`src/rtl/mdio_pkg.sv`:
```
package mdio_pkg;
  localparam int PRE_LEN   = 32;
  localparam int ADDR_W    = 5;
  localparam int DATA_W    = 16;
  localparam int SEL_W     = 3;
  localparam int FRAME_LEN = PRE_LEN + 4 + 2 * ADDR_W + 2 + DATA_W;
  localparam int IDX_W     = $clog2(FRAME_LEN);
  localparam int TA_POS    = FRAME_LEN - DATA_W - 2;
  localparam int DATA_POS  = FRAME_LEN - DATA_W;
  localparam int DIV_W     = 5;

  typedef enum logic [1:0] {ENG_IDLE, ENG_WAIT, ENG_SHIFT} eng_state_e;

  // Divisor applied after the fixed prescaler (counted in prescaler ticks per half period).
  function automatic logic [DIV_W-1:0] sel_divisor(input logic [SEL_W-1:0] sel);
    case (sel)
      3'd0, 3'd1: sel_divisor = 5'd4;
      3'd2:       sel_divisor = 5'd6;
      3'd3:       sel_divisor = 5'd8;
      3'd4:       sel_divisor = 5'd10;
      3'd5:       sel_divisor = 5'd14;
      3'd6:       sel_divisor = 5'd20;
      default:    sel_divisor = 5'd28;
    endcase
  endfunction

  // Full 64-bit frame image, bit FRAME_LEN-1 goes out first.
  function automatic logic [FRAME_LEN-1:0] frame_image(
      input logic              is_rd,
      input logic [ADDR_W-1:0] phy,
      input logic [ADDR_W-1:0] regad,
      input logic [DATA_W-1:0] data);
    frame_image = {{PRE_LEN{1'b1}}, 2'b01, (is_rd ? 2'b10 : 2'b01), phy, regad,
                   (is_rd ? 2'b11 : 2'b10), (is_rd ? {DATA_W{1'b1}} : data)};
  endfunction
endpackage

```
`src/rtl/mdio_mdc_gen.sv`:
```
module mdio_mdc_gen
  import mdio_pkg::*;
#(
  parameter int PRESCALE = 8
) (
  input  logic             clk,
  input  logic             rst_n,
  input  logic             mrst,
  input  logic [SEL_W-1:0] sel,
  output logic             mdc,
  output logic             rise_stb,
  output logic             fall_stb
);
  localparam int HALF_PRE = PRESCALE / 2;
  localparam int PRE_W    = (HALF_PRE > 1) ? $clog2(HALF_PRE) : 1;
  localparam logic [PRE_W-1:0] PRE_LAST = PRE_W'(HALF_PRE - 1);

  logic [PRE_W-1:0] pre_cnt;
  logic [DIV_W-1:0] div_cnt;
  logic [DIV_W-1:0] div_last;
  logic             tick;
  logic             toggle;

  assign div_last = sel_divisor(sel) - 5'd1;
  assign tick     = (pre_cnt == PRE_LAST);
  assign toggle   = tick && (div_cnt >= div_last);
  assign rise_stb = toggle && !mdc;
  assign fall_stb = toggle && mdc;

  always_ff @(posedge clk or negedge rst_n) begin
    if (!rst_n) begin
      pre_cnt <= '0;
      div_cnt <= '0;
      mdc     <= 1'b0;
    end else if (mrst) begin
      pre_cnt <= '0;
      div_cnt <= '0;
      mdc     <= 1'b0;
    end else begin
      pre_cnt <= tick ? '0 : pre_cnt + 1'b1;
      if (tick) div_cnt <= toggle ? '0 : div_cnt + 1'b1;
      if (toggle) mdc <= ~mdc;
    end
  end

  a_r3_mdc_low_in_mgmt_reset: assert property (@(posedge clk) disable iff (!rst_n)
    mrst |=> !mdc);

  a_r2_mdc_moves_only_on_strobe: assert property (@(posedge clk) disable iff (!rst_n || mrst)
    !(rise_stb || fall_stb) |=> $stable(mdc));
endmodule

```
`src/rtl/mdio_frame_eng.sv`:
```
module mdio_frame_eng
  import mdio_pkg::*;
(
  input  logic              clk,
  input  logic              rst_n,
  input  logic              mrst,
  input  logic              rise_stb,
  input  logic              fall_stb,
  input  logic              start,
  input  logic              start_rd,
  input  logic              no_pre,
  input  logic              cont,
  input  logic [ADDR_W-1:0] phy,
  input  logic [ADDR_W-1:0] regad,
  input  logic [DATA_W-1:0] wdata,
  input  logic              mdio_i,
  output logic              busy,
  output logic              mdio_o,
  output logic              mdio_oe,
  output logic [DATA_W-1:0] rd_data,
  output logic              rd_upd
);
  localparam logic [IDX_W-1:0] LAST_IDX = IDX_W'(FRAME_LEN - 1);
  localparam logic [IDX_W-1:0] TA_IDX   = IDX_W'(TA_POS);
  localparam logic [IDX_W-1:0] DATA_IDX = IDX_W'(DATA_POS);
  localparam logic [IDX_W-1:0] SKIP_IDX = IDX_W'(PRE_LEN);

  eng_state_e           state;
  logic [FRAME_LEN-1:0] frame_q;
  logic [IDX_W-1:0]     idx;
  logic [IDX_W-1:0]     nxt_idx;
  logic [IDX_W-1:0]     first_idx;
  logic                 rd_q;
  logic                 npre_q;
  logic [DATA_W-1:0]    shreg;

  assign busy      = (state != ENG_IDLE);
  assign nxt_idx   = idx + 1'b1;
  assign first_idx = npre_q ? SKIP_IDX : '0;

  always_ff @(posedge clk or negedge rst_n) begin
    if (!rst_n) begin
      state   <= ENG_IDLE;
      frame_q <= '0;
      idx     <= '0;
      rd_q    <= 1'b0;
      npre_q  <= 1'b0;
      shreg   <= '0;
      rd_data <= '0;
      rd_upd  <= 1'b0;
      mdio_o  <= 1'b1;
      mdio_oe <= 1'b0;
    end else if (mrst) begin
      state   <= ENG_IDLE;
      rd_upd  <= 1'b0;
      mdio_o  <= 1'b1;
      mdio_oe <= 1'b0;
    end else begin
      rd_upd <= 1'b0;
      case (state)
        ENG_IDLE: begin
          if (start) begin
            frame_q <= frame_image(start_rd, phy, regad, wdata);
            rd_q    <= start_rd;
            npre_q  <= no_pre;
            state   <= ENG_WAIT;
          end else if (fall_stb) begin
            mdio_o  <= 1'b1;
            mdio_oe <= 1'b0;
          end
        end
        ENG_WAIT: begin
          if (fall_stb) begin
            state   <= ENG_SHIFT;
            idx     <= first_idx;
            mdio_o  <= frame_q[LAST_IDX - first_idx];
            mdio_oe <= 1'b1;
          end
        end
        default: begin
          if (fall_stb) begin
            idx     <= nxt_idx;
            mdio_o  <= frame_q[LAST_IDX - nxt_idx];
            mdio_oe <= !(rd_q && (nxt_idx >= TA_IDX));
          end else if (rise_stb) begin
            if (rd_q && (idx >= DATA_IDX)) shreg <= {shreg[DATA_W-2:0], mdio_i};
            if (idx == LAST_IDX) begin
              if (rd_q) begin
                rd_data <= {shreg[DATA_W-2:0], mdio_i};
                rd_upd  <= 1'b1;
              end
              state <= cont ? ENG_WAIT : ENG_IDLE;
            end
          end
        end
      endcase
    end
  end

  a_r4_line_moves_on_fall: assert property (@(posedge clk) disable iff (!rst_n || mrst)
    !fall_stb |=> ($stable(mdio_o) && $stable(mdio_oe)));

  a_r8_busy_ends_on_rise: assert property (@(posedge clk) disable iff (!rst_n || mrst)
    $fell(busy) |-> $past(rise_stb));

  a_r7_read_line_released: assert property (@(posedge clk) disable iff (!rst_n || mrst)
    (state == ENG_SHIFT && rd_q && rise_stb && idx >= TA_IDX) |-> !mdio_oe);
endmodule

```
`src/rtl/mdio_master.sv`:
```
module mdio_master
  import mdio_pkg::*;
#(
  parameter int PRESCALE = 8
) (
  input  logic              clk,
  input  logic              rst_n,
  input  logic              cfg_wr,
  input  logic              cfg_mgmt_rst,
  input  logic              cfg_no_pre,
  input  logic [SEL_W-1:0]  cfg_clk_sel,
  input  logic              addr_wr,
  input  logic [ADDR_W-1:0] addr_phy,
  input  logic [ADDR_W-1:0] addr_reg,
  input  logic              cmd_wr,
  input  logic              cmd_read,
  input  logic              cmd_scan,
  input  logic              wdata_wr,
  input  logic [DATA_W-1:0] wdata,
  output logic [DATA_W-1:0] rdata,
  output logic              busy,
  output logic              not_valid,
  output logic              mdc,
  output logic              mdio_o,
  output logic              mdio_oe,
  input  logic              mdio_i
);
  logic              mrst_q;
  logic              npre_q;
  logic [SEL_W-1:0]  sel_q;
  logic [ADDR_W-1:0] phy_q;
  logic [ADDR_W-1:0] reg_q;
  logic              scan_on;
  logic              nv_q;
  logic              eng_busy;
  logic              accept;
  logic              start_pulse;
  logic              start_rd;
  logic              rise_stb;
  logic              fall_stb;
  logic              rd_upd;

  assign accept    = !eng_busy && !mrst_q;
  assign busy      = eng_busy;
  assign not_valid = nv_q;

  always_comb begin
    start_pulse = 1'b0;
    start_rd    = 1'b0;
    if (accept) begin
      if (cmd_wr && (cmd_read || cmd_scan)) begin
        start_pulse = 1'b1;
        start_rd    = 1'b1;
      end else if (wdata_wr) begin
        start_pulse = 1'b1;
      end
    end
  end

  always_ff @(posedge clk or negedge rst_n) begin
    if (!rst_n) begin
      mrst_q <= 1'b0;
      npre_q <= 1'b0;
      sel_q  <= '1;
    end else if (cfg_wr) begin
      mrst_q <= cfg_mgmt_rst;
      npre_q <= cfg_no_pre;
      sel_q  <= cfg_clk_sel;
    end
  end

  always_ff @(posedge clk or negedge rst_n) begin
    if (!rst_n) begin
      phy_q <= '0;
      reg_q <= '0;
    end else if (addr_wr && accept) begin
      phy_q <= addr_phy;
      reg_q <= addr_reg;
    end
  end

  always_ff @(posedge clk or negedge rst_n) begin
    if (!rst_n) begin
      scan_on <= 1'b0;
      nv_q    <= 1'b0;
    end else if (mrst_q) begin
      scan_on <= 1'b0;
      nv_q    <= 1'b0;
    end else begin
      if (rd_upd) nv_q <= 1'b0;
      if (accept && cmd_wr && cmd_scan) begin
        scan_on <= 1'b1;
        nv_q    <= 1'b1;
      end else if (eng_busy && cmd_wr && !cmd_scan && scan_on) begin
        scan_on <= 1'b0;
        nv_q    <= 1'b0;
      end
    end
  end

  mdio_mdc_gen #(.PRESCALE(PRESCALE)) u_mdc (
    .clk      (clk),
    .rst_n    (rst_n),
    .mrst     (mrst_q),
    .sel      (sel_q),
    .mdc      (mdc),
    .rise_stb (rise_stb),
    .fall_stb (fall_stb)
  );

  mdio_frame_eng u_eng (
    .clk      (clk),
    .rst_n    (rst_n),
    .mrst     (mrst_q),
    .rise_stb (rise_stb),
    .fall_stb (fall_stb),
    .start    (start_pulse),
    .start_rd (start_rd),
    .no_pre   (npre_q),
    .cont     (scan_on),
    .phy      (phy_q),
    .regad    (reg_q),
    .wdata    (wdata),
    .mdio_i   (mdio_i),
    .busy     (eng_busy),
    .mdio_o   (mdio_o),
    .mdio_oe  (mdio_oe),
    .rd_data  (rdata),
    .rd_upd   (rd_upd)
  );

  a_r3_mgmt_reset_idles: assert property (@(posedge clk) disable iff (!rst_n)
    mrst_q |=> !busy);

  a_r10_not_valid_within_scan: assert property (@(posedge clk) disable iff (!rst_n)
    not_valid |-> scan_on);
endmodule

```
`config.mk`:
```
export PLATFORM = sky130hd
export DESIGN_NAME = mdio_master
export DESIGN_NICKNAME = d
export VERILOG_FILES = /design/src/rtl/mdio_pkg.sv /design/src/rtl/mdio_mdc_gen.sv /design/src/rtl/mdio_frame_eng.sv /design/src/rtl/mdio_master.sv
export SDC_FILE = /design/constraint.sdc
export NUM_CORES = 1
export LEC_CHECK = 0
export CAP_MARGIN = 20
export CORE_MARGIN = 4
export CORE_UTILIZATION = 45
export DETAILED_ROUTE_END_ITERATION = 8
export GPL_ROUTABILITY_DRIVEN = 0
export GPL_TIMING_DRIVEN = 1
export PLACE_DENSITY = 0.75
export REMOVE_ABC_BUFFERS = 1
export SETUP_SLACK_MARGIN = 0.4
export SYNTH_ARGS = -nofsm -noshare
export SYNTH_HDL_FRONTEND = slang
export SYNTH_SLANG_ARGS = --single-unit
```
`constraint.sdc`:
```
create_clock -name clk -period 7.5 [get_ports clk]
set_clock_uncertainty 0.05 [all_clocks]
set_input_delay 1.875 -clock clk [delete_from_list [all_inputs] [get_ports clk]]
set_output_delay 1.875 -clock clk [all_outputs]
set_load 0.05 [all_outputs]
```
==> flow_summary_export.csv <==
group,metric,value,unit
outcome,outcome,"completed",
finish,insertedDiodeCount,0,
yosys,post-synth-top-count-cell,"sky130_fd_sc_hd__dfrtp_1",
pwr,powerDensity,216,nW/um^2
yosys,syn_area_per_cell,11.6,sq um
yosys,ys_top_cells_by_area,"sky130_fd_sc_hd__dfrtp_1 51%, sky130_fd_sc_hd__mux2_2 7.0%, sky130_fd_sc_hd__nand2_1 5.3%, sky130_fd_sc_hd__mux2_4 3.0%, sky130_fd_sc_hd__mux4_2 3.0%",
detailed_routing,routedWlPerCell,14.7,um
critical_path,critical_path_buf_inv_count,3,
timing,layout_setup_ws,3.59,ns
critical_path,worstReg2RegEnd,"u_eng.rd_data[6]$_DFFE_PN0P_",
timing,fin_tns_setup,0,ns
critical_path,worstSetupStartpointType,"input port",
cts,post-cts-setup-buffers,0,
grt,grt_overflow_total,0,
cts,cts_htree_levels,3,
yosys,synth.yosys.warnings,0,
detailed_routing,firstDrtPassIters,4,
finish,layout.core_utilization,55.3,%
timing,timing.final.setup_violations,0,
detailed_routing,dr.first_iter.drc_count,157,
grt,vias_in_the_first_global_route,3035,
yosys,ys_seq_area_share,53.8,%
min_path,worstHoldPathCells,1,
critical_path,worstPathCellList,"clkdlybuf4s50_1 > o21a_1 > o21ai_2 > buf_4 > inv_1 > a2111oi_2 > a22oi_1",
grt,globalRouteTotalUtil,15.4,%
cts,cts_tree,"yes",
timing,setup_repair_after_global_routing_missed_its_margin,"no",
critical_path,cp_capture_type,"flip-flop",
yosys,synth_edf_count,0,
cts,cts-root-to-sink-buffers,2,
yosys,yosys.area.top_type_share,51.5,%
floorplanning,die_width,108,um
floorplanning,core_area,9770,sq um
yosys,synthesized_netlist_cell_count,390,
detailed_routing,routed_via_density,5.21,
yosys,postSynth.asyncResetShare,100,%
critical_path,r2r_setup_slack,4.46,ns
grt,pin_count_of_the_biggest_net_entering_global_routing,62,
timing,fmax,0.255,GHz
floorplanning,die_outline_area,11700,sq um
min_path,min-delay-start,"u_mdc.pre_cnt[0]$_DFF_PN0_",
cts,post_cts_resize_count,0,
grt,grt_antenna_before_repair,0,
placement,port-buffer-count,60,
finish,synthToLayoutAreaGrowth,19.6,%
pwr,vdd.ir_drop.worst,0.108,mV
timing,finalHoldViolations,0,
finish,nNetsFinal,492,
timing,slew_headroom,50.0,%
critical_path,critPathTopFamily,"buffers and inverters",
min_path,worst_hold_path_type,"reg -> reg",
cts,clock-root-buffer,"sky130_fd_sc_hd__clkbuf_8",
critical_path,worstReg2RegStart,"sel_q[1]$_DFFE_PN1P_",
cts,clock_insertion_delay_worst_skew,0.36,ns
pwr,p_total,1.17,mW
yosys,synthTopCellsByCount,"93 x sky130_fd_sc_hd__dfrtp_1, 64 x sky130_fd_sc_hd__nand2_1, 28 x sky130_fd_sc_hd__mux2_2, 28 x sky130_fd_sc_hd__nor2_1, 25 x sky130_fd_sc_hd__o21ai_0",
detailed_routing,route.vias.total,3034,
critical_path,cp_slowest_stage_delay,0.47,ns
cts,cts.sinks,97,
floorplanning,placementRows,36,
cts,cts.hold.buffers_added,0,
finish,final_layout_size_suffix_gt1_share,16.7,%
timing,fin_crit,3.91,ns
critical_path,critical_path_required,7.72,ns
critical_path,worst-r2r-cell-count,10,
grt,grt_pass1_wl,14.2,mm
pwr,p_leak,2.49,nW
yosys,yosysTopAreaCell,"sky130_fd_sc_hd__dfrtp_1",
detailed_routing,route.antenna.remaining_nets,0,
timing,final_min_period_over_clock_period,52.2,%
critical_path,crit_path_top_delay_cell,"sky130_fd_sc_hd__clkdlybuf4s50_1",
yosys,synthDistinctLibCells,57,
min_path,min_to,"u_mdc.pre_cnt[0]$_DFF_PN0_",
critical_path,highest_net_fanout_along_the_worst_path,48,
cts,clkSlewWorstSetupHoldPaths,0.09,ns
placement,dp_worst_setup_slack,3.18,ns
run,cap_viol_max_count,0,
timing,final-max-slew-violation-count,0,
detailed_routing,drc,0,
yosys,ys_seq_elements,97,
floorplanning,chipHeight,108,um
yosys,syn_area,4520,sq um
yosys,yosys_most_used_dff,"sky130_fd_sc_hd__dfrtp_1",
cts,numCtsBuffers,9,
floorplanning,initial_util,46.3,%
critical_path,critical_path_class,"in -> reg",
floorplanning,pin_count,61,
detailed_routing,finalWirelength,8.54,mm
critical_path,cp_data_arrival_time,4.14,ns
timing,max_slew.worst_pin.slew,0.750,ns
placement,hpwl,6.21,mm
## power by group
part | leakage [nW] | switching (mW) | internal (mW)
logic | 1.14 | 0.0828 | 0.0888
registers | 1.25 | 0.0428 | 0.595
clock network | 0.102 | 0.184 | 0.174
## cells in the final DEF (no fill, tap or decap), types with 8 or more instances in the layout
cell and n:
sky130_fd_sc_hd__nor2_1 28, sky130_fd_sc_hd__clkbuf_8 11, sky130_fd_sc_hd__mux2_1 10, sky130_fd_sc_hd__nor3_1 9, sky130_fd_sc_hd__mux2_4 9, sky130_fd_sc_hd__dfrtp_1 93, sky130_fd_sc_hd__nand2_1 64, sky130_fd_sc_hd__clkdlybuf4s50_1 59
sky130_fd_sc_hd__ha_1 8, sky130_fd_sc_hd__o21ai_0 24, sky130_fd_sc_hd__mux2_2 28
## state kept, by name, summed over array words and instances (netlist names), 2 cells and up
signal / count
phy_q: 5
u_eng.state: 2
reg_q: 5
sel_q: 3
u_eng.shreg: 15
u_eng.frame_q: 29
u_mdc.div_cnt: 5
u_eng.idx: 6
u_eng.rd_data: 16
u_mdc.pre_cnt: 2
## logic make-up after synthesis
group | share of synthesized area (%)
flops | 53.8
simple gates | 13.3
mux | 16.7
fa+ha+maj | 2.21
buf+inv | 3.15
xor+xnor | 2.10
compound gates | 8.77
## how the worst max path moves through the flow
stage                  start                  endpoint  slack [ns]  cells past startpoint
finish              cmd_scan  u_eng.mdio_o$_DFFE_PN1P_        3.59                      7
global route        cmd_scan  u_eng.mdio_o$_DFFE_PN1P_        3.40                      7
CTS                 cmd_scan  u_eng.mdio_o$_DFFE_PN1P_        3.58                      7
detailed placement  cmd_scan  u_eng.mdio_o$_DFFE_PN1P_        3.18                      7
global placement    cmd_scan  u_eng.mdio_o$_DFFE_PN1P_        3.28                      7
floorplan           cmd_scan  u_eng.mdio_o$_DFFE_PN1P_        1.59                      5
## final cells by class
type	count	area, sq um
Sequential cell	97	2430
Timing Repair Buffer	62	613
Clock buffer	11	151
Fill cell	841	4370
Clock inverter	5	62.6
Tap cell	133	166
Inverter	8	30.0
Multi-Input combinational cell	266	1950
## routing by layer
metal  part of all wire [%]  up-vias  global-route usage [%]
li1                       -     1474                       -
met1                     44     1504                    19.8
met4                    1.8        0                    6.49
met2                     51       44                    25.5
met3                    3.0       12                    2.81
met5                      0        -                       0
## stage by stage
step	cell area (sq um)	std cells	hold slack, ns
3_5_place_dp	5190	566	0.396
6_report	5410	582	0.404
5_1_grt	5410	582	0.438
3_3_place_gp	5190	566	0.364
2_1_floorplan	4410	371	0.353
4_1_cts	5410	582	0.409
(Power assumes the default switching activity.)
